--- src/rtl/fcs_pkg.sv ---
package fcs_pkg;

  typedef enum logic [3:0] {
    ST_IDLE,
    ST_ODTOFF,
    ST_SRE,
    ST_SWITCH,
    ST_SRX,
    ST_XP,
    ST_MRS,
    ST_DLLK,
    ST_DONE
  } fcs_state_t;

  localparam logic [1:0] CMD_NOP = 2'b00;
  localparam logic [1:0] CMD_MRS = 2'b01;

  localparam int unsigned NCFG = 5;
  localparam int unsigned IDX_ODTOFF = 0;
  localparam int unsigned IDX_CKSRE  = 1;
  localparam int unsigned IDX_CKSRX  = 2;
  localparam int unsigned IDX_XP     = 3;
  localparam int unsigned IDX_DLLK   = 4;

  // Reload value for a wait of max(n,1) cycles on a count-down-to-zero timer.
  function automatic int unsigned load_of(input int unsigned n);
    return (n == 0) ? 0 : n - 1;
  endfunction

endpackage

--- src/rtl/fcs_cfg_hold.sv ---
module fcs_cfg_hold #(
  parameter int unsigned CW   = 16,
  parameter int unsigned NCFG = 5
) (
  input  logic                      clk,
  input  logic                      rst_n,
  input  logic                      capture,
  input  logic [NCFG-1:0][CW-1:0]   cfg_i,
  output logic [NCFG-1:0][CW-1:0]   cfg_q
);

  for (genvar g = 0; g < NCFG; g++) begin : g_field
    always_ff @(posedge clk or negedge rst_n) begin
      if (!rst_n)       cfg_q[g] <= '0;
      else if (capture) cfg_q[g] <= cfg_i[g];
    end
  end

endmodule

--- src/rtl/fcs_timer.sv ---
module fcs_timer #(
  parameter int unsigned CW = 16
) (
  input  logic          clk,
  input  logic          rst_n,
  input  logic          load,
  input  logic [CW-1:0] load_val,
  output logic          expired
);

  logic [CW-1:0] cnt_q;

  always_ff @(posedge clk or negedge rst_n) begin
    if (!rst_n)             cnt_q <= '0;
    else if (load)          cnt_q <= load_val;
    else if (cnt_q != '0)   cnt_q <= cnt_q - 1'b1;
  end

  assign expired = (cnt_q == '0);

endmodule

--- src/rtl/freq_change_seq.sv ---
module freq_change_seq
  import fcs_pkg::*;
#(
  parameter int unsigned CW = 16
) (
  input  logic          clk,
  input  logic          rst_n,
  input  logic          req_i,
  input  logic [CW-1:0] cfg_odtoff_i,
  input  logic [CW-1:0] cfg_cksre_i,
  input  logic [CW-1:0] cfg_cksrx_i,
  input  logic [CW-1:0] cfg_xp_i,
  input  logic [CW-1:0] cfg_dllk_i,
  input  logic          clk_stable_i,
  output logic          cke_o,
  output logic [1:0]    cmd_o,
  output logic          odt_o,
  output logic          dq_hiz_o,
  output logic          clk_sel_o,
  output logic          busy_o,
  output logic          done_o
);

  fcs_state_t state_q, state_d;

  logic [NCFG-1:0][CW-1:0] cfg_in, cfg_q;
  logic                    accept;
  logic                    tmr_load;
  logic [CW-1:0]           tmr_val;
  logic                    wait_done;
  logic                    sel_flip;
  logic                    sel_q;

  assign cfg_in[IDX_ODTOFF] = cfg_odtoff_i;
  assign cfg_in[IDX_CKSRE]  = cfg_cksre_i;
  assign cfg_in[IDX_CKSRX]  = cfg_cksrx_i;
  assign cfg_in[IDX_XP]     = cfg_xp_i;
  assign cfg_in[IDX_DLLK]   = cfg_dllk_i;

  assign accept = (state_q == ST_IDLE) && req_i;

  fcs_cfg_hold #(.CW(CW), .NCFG(NCFG)) u_cfg (
    .clk     (clk),
    .rst_n   (rst_n),
    .capture (accept),
    .cfg_i   (cfg_in),
    .cfg_q   (cfg_q)
  );

  fcs_timer #(.CW(CW)) u_tmr (
    .clk      (clk),
    .rst_n    (rst_n),
    .load     (tmr_load),
    .load_val (tmr_val),
    .expired  (wait_done)
  );

  function automatic logic [CW-1:0] ld(input logic [CW-1:0] n);
    return CW'(load_of(32'(n)));
  endfunction

  always_comb begin
    state_d  = state_q;
    tmr_load = 1'b0;
    tmr_val  = '0;
    sel_flip = 1'b0;
    unique case (state_q)
      ST_IDLE: if (req_i) begin
        state_d  = ST_ODTOFF;
        tmr_load = 1'b1;
        tmr_val  = ld(cfg_odtoff_i);
      end
      ST_ODTOFF: if (wait_done) begin
        state_d  = ST_SRE;
        tmr_load = 1'b1;
        tmr_val  = ld(cfg_q[IDX_CKSRE]);
      end
      ST_SRE: if (wait_done) begin
        state_d  = ST_SWITCH;
        sel_flip = 1'b1;
      end
      ST_SWITCH: if (clk_stable_i) begin
        state_d  = ST_SRX;
        tmr_load = 1'b1;
        tmr_val  = ld(cfg_q[IDX_CKSRX]);
      end
      ST_SRX: if (wait_done) begin
        state_d  = ST_XP;
        tmr_load = 1'b1;
        tmr_val  = ld(cfg_q[IDX_XP]);
      end
      ST_XP: if (wait_done) state_d = ST_MRS;
      ST_MRS: begin
        state_d  = ST_DLLK;
        tmr_load = 1'b1;
        tmr_val  = ld(cfg_q[IDX_DLLK]);
      end
      ST_DLLK: if (wait_done) state_d = ST_DONE;
      ST_DONE: state_d = ST_IDLE;
      default: state_d = ST_IDLE;
    endcase
  end

  always_ff @(posedge clk or negedge rst_n) begin
    if (!rst_n) begin
      state_q <= ST_IDLE;
      sel_q   <= 1'b0;
    end else begin
      state_q <= state_d;
      if (sel_flip) sel_q <= ~sel_q;
    end
  end

  assign cke_o     = !(state_q == ST_SRE || state_q == ST_SWITCH || state_q == ST_SRX);
  assign cmd_o     = (state_q == ST_MRS) ? CMD_MRS : CMD_NOP;
  assign odt_o     = (state_q == ST_IDLE);
  assign busy_o    = (state_q != ST_IDLE);
  assign dq_hiz_o  = busy_o;
  assign done_o    = (state_q == ST_DONE);
  assign clk_sel_o = sel_q;

endmodule

--- config.mk ---
export PLATFORM = sky130hd
export DESIGN_NAME = freq_change_seq
export DESIGN_NICKNAME = d
export VERILOG_FILES = /design/src/rtl/fcs_pkg.sv /design/src/rtl/fcs_cfg_hold.sv /design/src/rtl/fcs_timer.sv /design/src/rtl/freq_change_seq.sv
export SDC_FILE = /design/constraint.sdc
export NUM_CORES = 1
export LEC_CHECK = 0
export ABC_AREA = 1
export BUFFER_PORTS_ARGS = -buffer_cell sky130_fd_sc_hd__clkbuf_2
export CAP_MARGIN = 20
export CORE_ASPECT_RATIO = 0.6
export CORE_MARGIN = 2
export CORE_UTILIZATION = 58
export CTS_CLUSTER_DIAMETER = 50
export DETAILED_ROUTE_END_ITERATION = 6
export GPL_TIMING_DRIVEN = 0
export PLACE_DENSITY_LB_ADDON = 0.1
export SLEW_MARGIN = 20
export SYNTH_ARGS = -nofsm -noshare
export SYNTH_HDL_FRONTEND = slang
export SYNTH_SLANG_ARGS = --single-unit
--- constraint.sdc ---
create_clock -name clk -period 2.3 [get_ports clk]
set_input_delay 0.46 -clock clk [delete_from_list [all_inputs] [get_ports clk]]
set_output_delay 0.46 -clock clk [all_outputs]
set_load 0.005 [all_outputs]
# Word-level counts from Yosys, hierarchy flattened
# Cells that the tools add are included.
# W data, S select, Z words.
# word_totals
regBits,85
inputBits,84
output_inout_bits,8
elab_cells,71
# classes
add_sub_neg,6
eq_ne,15
mux,26
bitwise,1
n_reduce_logical,16
# op_table
operator,n
$mux W16,11
$logic_not A16 Y1,6
$sub A16 B1 Y16 const B,6
$pmux W16 S5,1
$pmux W4 S8,1
$mux W4,7
$eq A4 B3 Y1 const B,4
$reduce_bool A16 Y1,1
$ne A2 B1 Y1 const B,5
$eq A4 B2 Y1 const B,2
$reduce_and A7 Y1,1
$mux W1,5
$eq A4 B1 Y1 const B,1
$eq A4 B4 Y1 const B,1
$logic_not A4 Y1,1
$ne A2 B2 Y1 const B,2
$pmux W1 S4,1
$reduce_bool A4 Y1,1
$logic_or A1 B1 Y1,2
$reduce_bool A2 Y1,1
$reduce_or A2 Y1,1
$logic_and A1 B1 Y1,1
$logic_not A1 Y1,1
$not A1 Y1,1

# Depth between registers and ports, before layout
# logic_depth
depth_word,5
mapped_depth,13
ltp_nobuf,13

# By module
# From an unflattened synthesis, not the netlist that was laid out.
# unflattened
hier_cells,1117
hier_area_um2,7185.6
# by_module_without_submodules
module,instances,cells_each,area_per_inst_um2,seq_area_each_um2
fcs_cfg_hold,1,338,3052.9,2001.9
freq_change_seq,1,612,2947.8,125.1
fcs_timer,1,167,1184.9,400.4

# Worst setup path after synthesis
# No wires, ideal clock.
# synth_timing
path_kind,flip-flop to flip-flop
startpoint,register u_cfg.cfg_q[16] (netlist name)
endpoint,register u_tmr.cnt_q[13]
setup_ps,119
arrival_time_ps,1561
required_ps,2181
setup_slack_ps,620
stages_incl_launch_ff,12
path_buffers,0
synth_period_minus_slack_ps,1680
path_cell_list,dfrtp_1 > inv_1 > ha_1 > nand3_1 > nor2_4 > nand3_2 > nand2_2 > inv_1 > nand3_1 > a21oi_1 > nor2_1 > nor2_1
# synth_via
elab_chain_len,5
elab_cells_between_ends,6
classes_between,add/sub: 1; mux: 4; reduce/logical: 1
# synth_lines
element,line_no,rtl
"start, declared",fcs_cfg_hold.sv:9,output logic [NCFG-1:0][CW-1:0] cfg_q
"start signal, assigned by index",fcs_cfg_hold.sv:15,else if (capture) cfg_q[g] <= cfg_i[g];
$sub A16 B1 Y16 / $logic_not A16 Y1 (equally long branches),fcs_pkg.sv:27,return (n == 0) ? 0 : n - 1;
$mux W16 (*),fcs_pkg.sv:27,
$mux W16 (*),freq_change_seq.sv:73,ST_ODTOFF: if (wait_done) begin
$pmux W16 S5 (*),freq_change_seq.sv:67,unique case (state_q)
$mux W16 (*),fcs_timer.sv:15,else if (load) cnt_q <= load_val;
"end signal, assigned",fcs_timer.sv:15,
"end signal, assigned",fcs_timer.sv:16,else if (cnt_q != '0) cnt_q <= cnt_q - 1'b1;
"end, declared",fcs_timer.sv:11,logic [CW-1:0] cnt_q;
# Every way passes the cells marked *; elsewhere a longest branch is shown, timed or not.
# A chain may end at the register's enable or synchronous reset.

# Worst setup path after layout
# layout_timing
startpoint,register u_cfg.cfg_q[32] (netlist name)
endpoint,register u_tmr.cnt_q[1]
# layout_via
elab_chain_len,5
elab_cells_between_ends,6
classes_between,add/sub: 1; mux: 4; reduce/logical: 1
# layout_lines
element,line_no,rtl
$sub A16 B1 Y16 / $logic_not A16 Y1 (equally long branches),fcs_pkg.sv:27,
$mux W16 (*),fcs_pkg.sv:27,
$mux W16 (*),freq_change_seq.sv:82,ST_SWITCH: if (clk_stable_i) begin
$pmux W16 S5 (*),freq_change_seq.sv:67,
$mux W16 (*),fcs_timer.sv:15,
# Marked as above.

==> flow_metrics.env <==
export IMPL_status="completed"
export IMPL_clkPwrFrac=0.487
export IMPL_end_kind="flop"
export IMPL_clock_path_buffers=2
export IMPL_synthMuxAreaShare=0
export IMPL_area_growth_pct=16.03
export IMPL_hold_path_class="in -> async"
export IMPL_num_vias=6299
export IMPL_route_met2_wl_mm=6.567
export IMPL_numCtsBuffers=9
export IMPL_antenna_cells=0
export IMPL_synth_top_family_by_area="simple AND/OR/NAND/NOR gates"
export IMPL_synth_top_area_cell="dfrtp_1"
export IMPL_endpoint="u_tmr.cnt_q[1]"
export IMPL_utilization=0.7024
export IMPL_required_ps=2550
export IMPL_grt_pass1_vias=5492
export IMPL_start_kind="flop"
export IMPL_post_synth_num_cell_types=35
export IMPL_clock_latency_ps=360
export IMPL_maxSlewHeadroom=0.5169
export IMPL_core_area_um2=10020
export IMPL_final_cells=1152
export IMPL_routed_top_layer="met4"
export IMPL_syn_cell_area_um2=6066
export IMPL_avgRoutedWirePerCell_um=15.40
export IMPL_final_area_um2=7038
export IMPL_async_reset_ff_frac=1.000
export IMPL_clkTransAtPathRegs_ps=70
export IMPL_critical_path_arrival_ps=2360
export IMPL_drv_slew=0
export IMPL_ioPinCount=92
export IMPL_synthSimpleGateAreaFrac=0.3657
export IMPL_synth_area_per_cell_um2=6.680
export IMPL_start_util=0.6054
export IMPL_placed_cells=1133
export IMPL_synth_fp_nets=1001
export IMPL_grt_max_degree=86
export IMPL_tns_ps=0
export IMPL_synth_top_area_share=0.3507
export IMPL_synth_edff_count=0
export IMPL_p_comb_frac=0.045
export IMPL_p_int_w=0.002427
export IMPL_final_net_count=1105
export IMPL_hpwl_mm=13.75
export IMPL_port_buffers=90
export IMPL_drtAntennaViolNets=0
export IMPL_grt_pass1_wl_mm=28.31
export IMPL_vias_per_cell=5.468
export IMPL_synthFlopType="dfrtp_1"
export IMPL_gp_congestion=1.026
export IMPL_crit_fanout=10
export IMPL_antenna_found_initial=0
export IMPL_skew_ps=11.49
export IMPL_synth_warnings=0
export IMPL_final_cell_mix="nand2_1, nor2_1, inv_1, clkbuf_2, dfrtp_1"
export IMPL_ff2ff_path_depth=12
export IMPL_hold_ws_ps=104.7
export IMPL_wl_met1_mm=8.735
export IMPL_cts_root_buf="clkbuf_16"
export IMPL_fmax_ghz=0.4722
export IMPL_n_fill_cell=879
export IMPL_crit_type="reg -> reg"
export IMPL_clock_sinks=85
export IMPL_synth_seq_cells=85
export IMPL_leakage_nw=3.441
export IMPL_die_y_um=83.22
export IMPL_drc=0
export IMPL_seqPwrFrac=0.468
export IMPL_multiInputGateArea_um2=3421
export IMPL_cap_viol_max_count=0
export IMPL_finalSetupViolations=0
export IMPL_finalHoldViolCount=0
export IMPL_h_tree_depth=3
export IMPL_met3_length_mm=2.313
export IMPL_ys_seq_area_frac=0.3507
export IMPL_finalCritPeriodShare=0.9207
export IMPL_routed_wl_mm=17.74
export IMPL_synth_xor_area_frac=0.07797
export IMPL_rsz0062_at_grt="no"
export IMPL_syn_inst=908
export IMPL_synth_compound_area_frac=0.1002
export IMPL_synth_top_cells_by_area="dfrtp_1, nand2_1, nor2_1"
export IMPL_r2r_start="u_cfg.cfg_q[32]"
export IMPL_dieWidth_um=136.0
export IMPL_drive_above_1_share=0.1563
export IMPL_startpoint="u_cfg.cfg_q[32]"
export IMPL_reg2reg_slack_ps=180
export IMPL_final_common_cell="nand2_1"
export IMPL_power_density_nw_per_um2=453.6
export IMPL_fp_dieArea_um2=11320
export IMPL_synthAdderAreaFrac=0.01856
export IMPL_rows=28
export IMPL_placed_cell_area_um2=6694
export IMPL_cts_tree="yes"
export IMPL_grt_use_total=0.3225
export IMPL_min_period_ps=2118
export IMPL_first_iter_violations=807
export IMPL_firstDrtPassIters=5
export IMPL_worstReg2RegEnd="u_tmr.cnt_q[1]"
export IMPL_switching_share=0.2397
export IMPL_tightestPinTransition_ps=724.6
export IMPL_p_sw_w=0.0007653
export IMPL_seq_area_um2=2127
export IMPL_max_vdd_ir_drop_mv=0.3668
export IMPL_gr_total_overflow=0
==> synthesized netlist by cell type, types with 2 or more instances <==
master    number
nand2_1      267
nor2_1       131
inv_1         92
dfrtp_1       85
o21ai_0       67
nand3_1       65
xor2_1        42
a21oi_1       19
o21ai_1       17
nor3_1        16
nand4_1       14
xnor2_1       12
inv_2         10
o22ai_1       10
buf_2          9
ha_1           9
nor2_2         7
clkbuf_1       6
nor2_4         5
buf_4          4
buf_6          3
nand3_2        3
nand2_2        2
nand2_4        2
==> power by group through the flow <==
stage | clock network, W | registers [W] | logic (W)
global placement | 0 | 0.00152 | 0.000143
global route | 0.00163 | 0.00149 | 0.000164
floorplan | 0 | 0.00152 | 0.0000304
detailed placement | 0 | 0.00152 | 0.000145
CTS | 0.00156 | 0.00149 | 0.000147
finish | 0.00155 | 0.00149 | 0.000145
==> logic make-up after synthesis <==
| family | count (synthesis) |
|---|---|
| and+or+nand+nor | 518 |
| buffers and inverters | 125 |
| AOI/OAI and AO/OA | 116 |
| DFF | 85 |
| xor gates and xnor gates | 54 |
| adders and majority gates | 9 |
| other | 1 |
==> worst min-delay path by stage <==
stage              start               to  slack [ps]  cells past startpoint
6_report           rst_n  u_cfg.cfg_q[79]         100                      1
5_1_grt            rst_n  u_cfg.cfg_q[79]         190                      1
4_1_cts            rst_n  u_cfg.cfg_q[79]         180                      1
3_5_place_dp   clk_sel_o        clk_sel_o         470                      1
3_3_place_gp   clk_sel_o        clk_sel_o         460                      1
2_1_floorplan      rst_n        clk_sel_o         160                      0
==> registers in the layout (all words and copies together) (netlist names) <==
| signal | flops |
|---|---|
| u_cfg.cfg_q | 64 |
| clk_sel_o | 1 |
| u_tmr.cnt_q | 16 |
| state_q | 4 |
==> per-layer routing <==
metal / global-route usage / up-vias
li1: - / 3097
met1: 0.5325 / 2889
met2: 0.4111 / 294
met3: 0.09402 / 19
met4: 0.04545 / 0
met5: 0 / -
==> metrics by stage <==
stage | setup WS, ps | total power, W
after floorplan | 619.6 | 0.001554
after global routing | 37.70 | 0.003292
after global placement | -201.5 | 0.001666
after detailed placement | 228.1 | 0.001668
final | 182.3 | 0.003193
after CTS | 177.4 | 0.003203
==> repair_timing <==
action	4_1_cts	5_1_grt
setup endpoints to repair	0	1
hold buffers	0	0
buffers inserted	0	3
resized for setup	0	1
==> critical path: stages, from the launching register on <==
cell     delay, ps
dfrtp_1        430
inv_1          130
ha_1           210
nand2_1        130
nor2_4         240
nand3_1        110
nand2_1        140
buf_4          200
o21ai_1        100
nor2_1         150
nand2_1         70
nand2_1         50
nand2_1         40
==> layout make-up <==
| class | count | area share |
|---|---|---|
| sequential | 85 | 0.3022 |
| inverter | 103 | 0.05564 |
| clock inverter | 7 | 0.01298 |
| tap | 135 | 0.02400 |
| multi-input combinational | 698 | 0.4860 |
| buffer | 22 | 0.01867 |
| timing repair buffer | 93 | 0.06844 |
| clock buffer | 9 | 0.03200 |
Power figures use the tool's default switching activity.
